## src/rtl/ldspec_pkg.sv

```systemverilog
package ldspec_pkg;

  // Registered answer to one check request.
  typedef struct packed {
    logic vld;
    logic ok;
    logic fixup;
  } chk_rsp_t;

  localparam chk_rsp_t RSP_IDLE = '{vld: 1'b0, ok: 1'b0, fixup: 1'b0};

  // Build the answer for one cycle from the request strobe and the lookup hit.
  function automatic chk_rsp_t make_rsp(input logic req, input logic hit);
    chk_rsp_t r;
    r.vld   = req;
    r.ok    = req & hit;
    r.fixup = req & ~hit;
    return r;
  endfunction

endpackage

```

## src/rtl/ldspec_rst_sync.sv

```systemverilog
// Asynchronous assert, synchronous release reset conditioner.
module ldspec_rst_sync #(
  parameter int unsigned STAGES = 2
) (
  input  logic clk,
  input  logic rst_n,
  output logic rst_sync_n
);

  logic [STAGES-1:0] sync_q;
  logic [STAGES-1:0] sync_d;

  always_comb begin
    sync_d = {sync_q[STAGES-2:0], 1'b1};
  end

  always_ff @(posedge clk or negedge rst_n) begin
    if (!rst_n) begin
      sync_q <= '0;
    end else begin
      sync_q <= sync_d;
    end
  end

  assign rst_sync_n = sync_q[STAGES-1];

endmodule

```

## src/rtl/ldspec_entry.sv

```systemverilog
// One table slot: valid bit plus stored address granule, with its own snoop comparator.
module ldspec_entry #(
  parameter int unsigned KEY_W = 29
) (
  input  logic             clk,
  input  logic             rst_n,
  input  logic             flush_i,
  input  logic             ins_sel_i,
  input  logic [KEY_W-1:0] ins_key_i,
  input  logic             st_vld_i,
  input  logic [KEY_W-1:0] st_key_i,
  output logic             valid_o
);

  logic             valid_q;
  logic             valid_d;
  logic [KEY_W-1:0] key_q;
  logic             key_en;
  logic             snoop_hit;

  // The comparator runs against the held key, before any write this cycle.
  always_comb begin
    snoop_hit = st_vld_i && valid_q && (st_key_i == key_q);
  end

  // Priority, lowest first: hold, store kill, insert, flush.
  always_comb begin
    valid_d = valid_q;
    if (snoop_hit) begin
      valid_d = 1'b0;
    end
    if (ins_sel_i) begin
      valid_d = 1'b1;
    end
    if (flush_i) begin
      valid_d = 1'b0;
    end
    key_en = ins_sel_i && !flush_i;
  end

  always_ff @(posedge clk or negedge rst_n) begin
    if (!rst_n) begin
      valid_q <= 1'b0;
    end else begin
      valid_q <= valid_d;
    end
  end

  // Address storage needs no reset: it is qualified by the valid bit.
  always_ff @(posedge clk) begin
    if (key_en) begin
      key_q <= ins_key_i;
    end
  end

  assign valid_o = valid_q;

endmodule

```

## src/rtl/ldspec_lookup.sv

```systemverilog
// Selects the valid bit of the slot named by a check.
module ldspec_lookup #(
  parameter int unsigned TAG_W   = 4,
  parameter int unsigned ENTRIES = 16
) (
  input  logic [ENTRIES-1:0] valid_vec_i,
  input  logic [TAG_W-1:0]   chk_tag_i,
  output logic               hit_o
);

  always_comb begin
    hit_o = 1'b0;
    for (int k = 0; k < ENTRIES; k++) begin
      if (chk_tag_i == TAG_W'(k)) begin
        hit_o = valid_vec_i[k];
      end
    end
  end

endmodule

```

## src/rtl/ldspec_guard.sv

```systemverilog
module ldspec_guard
  import ldspec_pkg::*;
#(
  parameter int unsigned TAG_W       = 4,
  parameter int unsigned ADDR_W      = 32,
  parameter int unsigned GRAIN_LSB   = 3,
  parameter int unsigned SYNC_STAGES = 2
) (
  input  logic              clk,
  input  logic              rst_n,
  input  logic              flush_i,
  input  logic              ins_vld_i,
  input  logic [TAG_W-1:0]  ins_tag_i,
  input  logic [ADDR_W-1:0] ins_addr_i,
  input  logic              st_vld_i,
  input  logic [ADDR_W-1:0] st_addr_i,
  input  logic              chk_vld_i,
  input  logic [TAG_W-1:0]  chk_tag_i,
  output logic              chk_rsp_vld_o,
  output logic              chk_ok_o,
  output logic              chk_fixup_o
);

  localparam int unsigned ENTRIES = 1 << TAG_W;
  localparam int unsigned KEY_W   = ADDR_W - GRAIN_LSB;

  logic               rst_sync_n;
  logic [KEY_W-1:0]   ins_key;
  logic [KEY_W-1:0]   st_key;
  logic [ENTRIES-1:0] ins_sel;
  logic [ENTRIES-1:0] valid_vec;
  logic               chk_hit;
  chk_rsp_t           rsp_q;
  chk_rsp_t           rsp_d;
  logic               unused_low_bits;

  ldspec_rst_sync #(.STAGES(SYNC_STAGES)) u_rst (
    .clk        (clk),
    .rst_n      (rst_n),
    .rst_sync_n (rst_sync_n)
  );

  assign ins_key         = ins_addr_i[ADDR_W-1:GRAIN_LSB];
  assign st_key          = st_addr_i[ADDR_W-1:GRAIN_LSB];
  assign unused_low_bits = ^{ins_addr_i[GRAIN_LSB-1:0], st_addr_i[GRAIN_LSB-1:0]};

  for (genvar g = 0; g < ENTRIES; g++) begin : g_slot
    assign ins_sel[g] = ins_vld_i && (ins_tag_i == TAG_W'(g));

    ldspec_entry #(.KEY_W(KEY_W)) u_entry (
      .clk       (clk),
      .rst_n     (rst_sync_n),
      .flush_i   (flush_i),
      .ins_sel_i (ins_sel[g]),
      .ins_key_i (ins_key),
      .st_vld_i  (st_vld_i),
      .st_key_i  (st_key),
      .valid_o   (valid_vec[g])
    );
  end

  ldspec_lookup #(.TAG_W(TAG_W), .ENTRIES(ENTRIES)) u_lookup (
    .valid_vec_i (valid_vec),
    .chk_tag_i   (chk_tag_i),
    .hit_o       (chk_hit)
  );

  always_comb begin
    rsp_d = make_rsp(chk_vld_i, chk_hit);
  end

  always_ff @(posedge clk or negedge rst_sync_n) begin
    if (!rst_sync_n) begin
      rsp_q <= RSP_IDLE;
    end else begin
      rsp_q <= rsp_d;
    end
  end

  assign chk_rsp_vld_o = rsp_q.vld;
  assign chk_ok_o      = rsp_q.ok;
  assign chk_fixup_o   = rsp_q.fixup;

endmodule

```

## config.mk

```make
export PLATFORM = sky130hd
export DESIGN_NAME = ldspec_guard
export DESIGN_NICKNAME = d
export VERILOG_FILES = /design/src/rtl/ldspec_pkg.sv /design/src/rtl/ldspec_rst_sync.sv /design/src/rtl/ldspec_entry.sv /design/src/rtl/ldspec_lookup.sv /design/src/rtl/ldspec_guard.sv
export SDC_FILE = /design/constraint.sdc
export NUM_CORES = 1
export LEC_CHECK = 0
export ABC_CLOCK_PERIOD_IN_PS = 1600
export BUFFER_PORTS_ARGS = -buffer_cell sky130_fd_sc_hd__buf_2
export CORE_MARGIN = 1
export CORE_UTILIZATION = 56
export CTS_CLUSTER_DIAMETER = 150
export CTS_CLUSTER_SIZE = 40
export DETAILED_ROUTE_END_ITERATION = 16
export HOLD_SLACK_MARGIN = 0.08
export PLACE_DENSITY_LB_ADDON = 0.15
export SYNTH_ARGS = -nofsm -noshare
export SYNTH_HDL_FRONTEND = slang
export SYNTH_HIERARCHICAL = 1
export SYNTH_SLANG_ARGS = --single-unit
```

## constraint.sdc

```tcl
create_clock -name clk -period 1.6 [get_ports clk]
set_input_delay 0.16 -clock clk [delete_from_list [all_inputs] [get_ports clk]]
set_output_delay 0.16 -clock clk [all_outputs]
set_load 0.02 [all_outputs]
```

==> run summary <==
measured slew at the worst slew-check pin: 0.567 ns
initial antenna violation count: 1
final worst path period need: 2.16 ns
num rows: 69
footprint of the multi-input gates: 5940 um^2
final setup vio count: 16
Initial Util: 56.9%
CP endpoint kind: register
Top delay family on crit path: simple AND/OR/NAND/NOR gates
RR Startpoint: g_slot[1].u_entry/key_q[9]$_DFFE_PP_
Yosys warnings: 6
register-to-register setup slack: -0.56 ns
DR iter-0 viols: 798
crit path DAT: 2.62 ns
WP buf/inv: 1
wirelength, routed: 44400 um
WP data required: 2.05 ns
Reg area: 14500 um^2
area leader, netlist: edfxtp_1
die area: 36800 um^2
critical path's slowest cell: or4_1
dpl cell area: 22900 um^2
Clock transition at path regs: 0.14 ns
Layout area overhead: 18.4%
Longest Clk Path Bufs: 3
failing checks: setup timing
RePlAce Congestion: 0.826
worst vdd ir: 1.79 mV
share of cells above drive strength 1: 20.2%
Clock Skew: 0.0521 ns
Critical Path Fanout Max: 1
asr flop ratio synth: 4.33%
Post-DRT Antenna Nets: 0
Worst Hold Class: in2reg
final setup TNS: -6.27 ns
total global routing overflow: 0
DRT Pass-1 Iters: 5
worst relative slew slack: 62.2%
number of port buffers: 74
largest net degree at the start of global routing: 42
Reg2Reg Depth: 6
core box area: 35500 um^2
post-synthesis register bit count: 485
vias in the first global route: 11000
Hold Path Origin: st_vld_i
Die Ht: 192 um
drt wl/cell: 22.7 um
DRC violations left: 0
setup bufs post-CTS: 0
stages on the worst setup path: 6
largest stage delay on the critical path: 0.51 ns
vias per cell: 5.54
most frequent cells in the layout: 464 x edfxtp_1, 320 x xor2_1, 144 x xnor2_1
cell count after synthesis: 1204
Crit Path Class: reg2reg
Filler cells: 2435
vias: 10800
Post-Syn Nets: 1282
commonest non-fill, non-tap cell in the layout: edfxtp_1
first-pass GRT wire length: 66300 um
I/O Pins: 81
CTS Buf Count: 16
syn avg cell area: 16.8 um^2
power per cell area: 901 nW/um^2
number of antenna diodes: 0
nets@finish: 1565
Max Fclk: 0.463 GHz
RSZ-0062 raised after global routing: true
CTS Sinks: 485
Tot GR Track Use: 24.8%
number of flops mapped to enable cells by yosys: 464
Max-Cap Viols: 0
htree depth: 1
period utilization: 135%
R2R Path End: g_slot[1].u_entry/valid_o$_DFFE_PN0P_
Clk Latency, worst-skew pair: 0.55 ns
final hold vios: 0
Final WS setup: -0.561 ns
register area share after synthesis: 71.7%
dpl hpwl: 29100 um
root buf cell: clkbuf_16
Primary FF master, synth: edfxtp_1
Synth cell types: 30
Startpoint Class: register
Hold EP: g_slot[10].u_entry/valid_o$_DFFE_PN0P_
Max Transition Viols Final: 0
worst hold stages: 4
CTS tree: done
leakage: 8.11 nW
Yosys top cell area share: 69.1%
synthesized area: 20200 um^2
critical path cell sequence: xor2_1, nor4_2, buf_4, nand4_1, or4_1, a31o_1
Design Area, Final: 23900 um^2
status: finished with violations
synth top area cells: edfxtp_1 69%, xor2_1 14%, xnor2_1 6.3%
Die X: 192 um
worst setup slack after placement: -0.879 ns
[per-stage QoR]
stage	hold WS [ns]	utilization [%]	total power, W	cells
finish	0.187	67.3	0.0215	1957
global route	0.202	67.3	0.0222	1957
CTS	0.177	67.1	0.0216	1957
detailed placement	-0.0518	64.4	0.0161	1896
floorplan	-0.136	-	0.0150	1204
global placement	-0.0535	64.4	0.0161	1896
[area by class of cell]
class / count / share of cell area, %
timing repair buffer: 268 / 9.90
clock buffer: 26 / 1.92
multi-input combinational: 698 / 24.8
inverter: 18 / 0.283
clock inverter: 1 / 0.126
tap: 461 / 2.41
sequential: 485 / 60.5
[where the power goes]
| part | switching, W | internal [W] | leakage, nW |
|---|---|---|---|
| logic | 0.00104 | 0.000743 | 3.41 |
| clock network | 0.00357 | 0.00206 | 0.232 |
| registers | 0.0000637 | 0.0140 | 4.46 |
| total | 0.00467 | 0.0169 | 8.11 |
[state kept, by name, indices dropped and copies added (netlist names)]
register	cells
chk_fixup_o	1
u_rst/sync_q	2
chk_ok_o	1
g_slot.u_entry/key_q	464
chk_rsp_vld_o	1
g_slot.u_entry/valid_o	16
[cell usage after synthesis (all sizes together) (2+ instances only)]
cell type	number
or4	16
or3b	2
buf	2
mux2i	2
a31o	17
nand2	2
nor3	4
dfrtp	21
xnor2	144
nand2b	3
o21ai	2
nor2b	18
inv	18
edfxtp	464
nand4	64
nand3	2
nor2	10
nand3b	2
nor4	82
xor2	320
mux4	3
[metal layers]
| metal | vias up | GRT usage (%) | routed length, um |
|---|---|---|---|
| li1 | 5036 | - | - |
| met1 | 5515 | 33.2 | 18600 |
| met2 | 248 | 44.1 | 23100 |
| met3 | 49 | 2.01 | 1780 |
| met4 | 0 | 5.80 | 934 |
| met5 | - | 0 | 0 |
[what timing repair did]
action	4_1_cts	5_1_grt
resized for setup	20	17
endpoints found under the setup margin	17	18
hold buffers	34	0
hold endpoints to repair	472	0
pin swaps	54	29
[worst register-to-register path: cells and delay by family, from the launching register on]
kind / cells / cell delay, ns
AO/OA/AOI/OAI: 1 / 0.20
flip-flops: 1 / 0.41
XOR/XNOR: 1 / 0.16
AND/OR/NAND/NOR: 3 / 1.13
buffers and inverters: 1 / 0.17
[how the worst max path moves through the flow]
stage                                                    start                               endpoint  slack, ns
after floorplan                                   ins_tag_i[2]   g_slot[8].u_entry/key_q[0]$_DFFE_PP_      -0.07
after global placement                            st_addr_i[5]  g_slot[1].u_entry/valid_o$_DFFE_PN0P_      -0.88
after detailed placement                          st_addr_i[6]  g_slot[8].u_entry/valid_o$_DFFE_PN0P_      -0.88
after CTS                 g_slot[1].u_entry/key_q[4]$_DFFE_PP_  g_slot[1].u_entry/valid_o$_DFFE_PN0P_      -0.58
after global routing      g_slot[1].u_entry/key_q[9]$_DFFE_PP_  g_slot[1].u_entry/valid_o$_DFFE_PN0P_      -0.59
final                     g_slot[1].u_entry/key_q[9]$_DFFE_PP_  g_slot[1].u_entry/valid_o$_DFFE_PN0P_      -0.56
[logic make-up after synthesis]
group	Yosys count	synth area share (%)
other cells	1	0.0186
buf+inv	21	0.447
simple gates	206	6.34
xor+xnor	464	20.1
compound gates	22	0.887
flops	485	71.7
mux	5	0.490
Power figures use the tool's default switching activity.
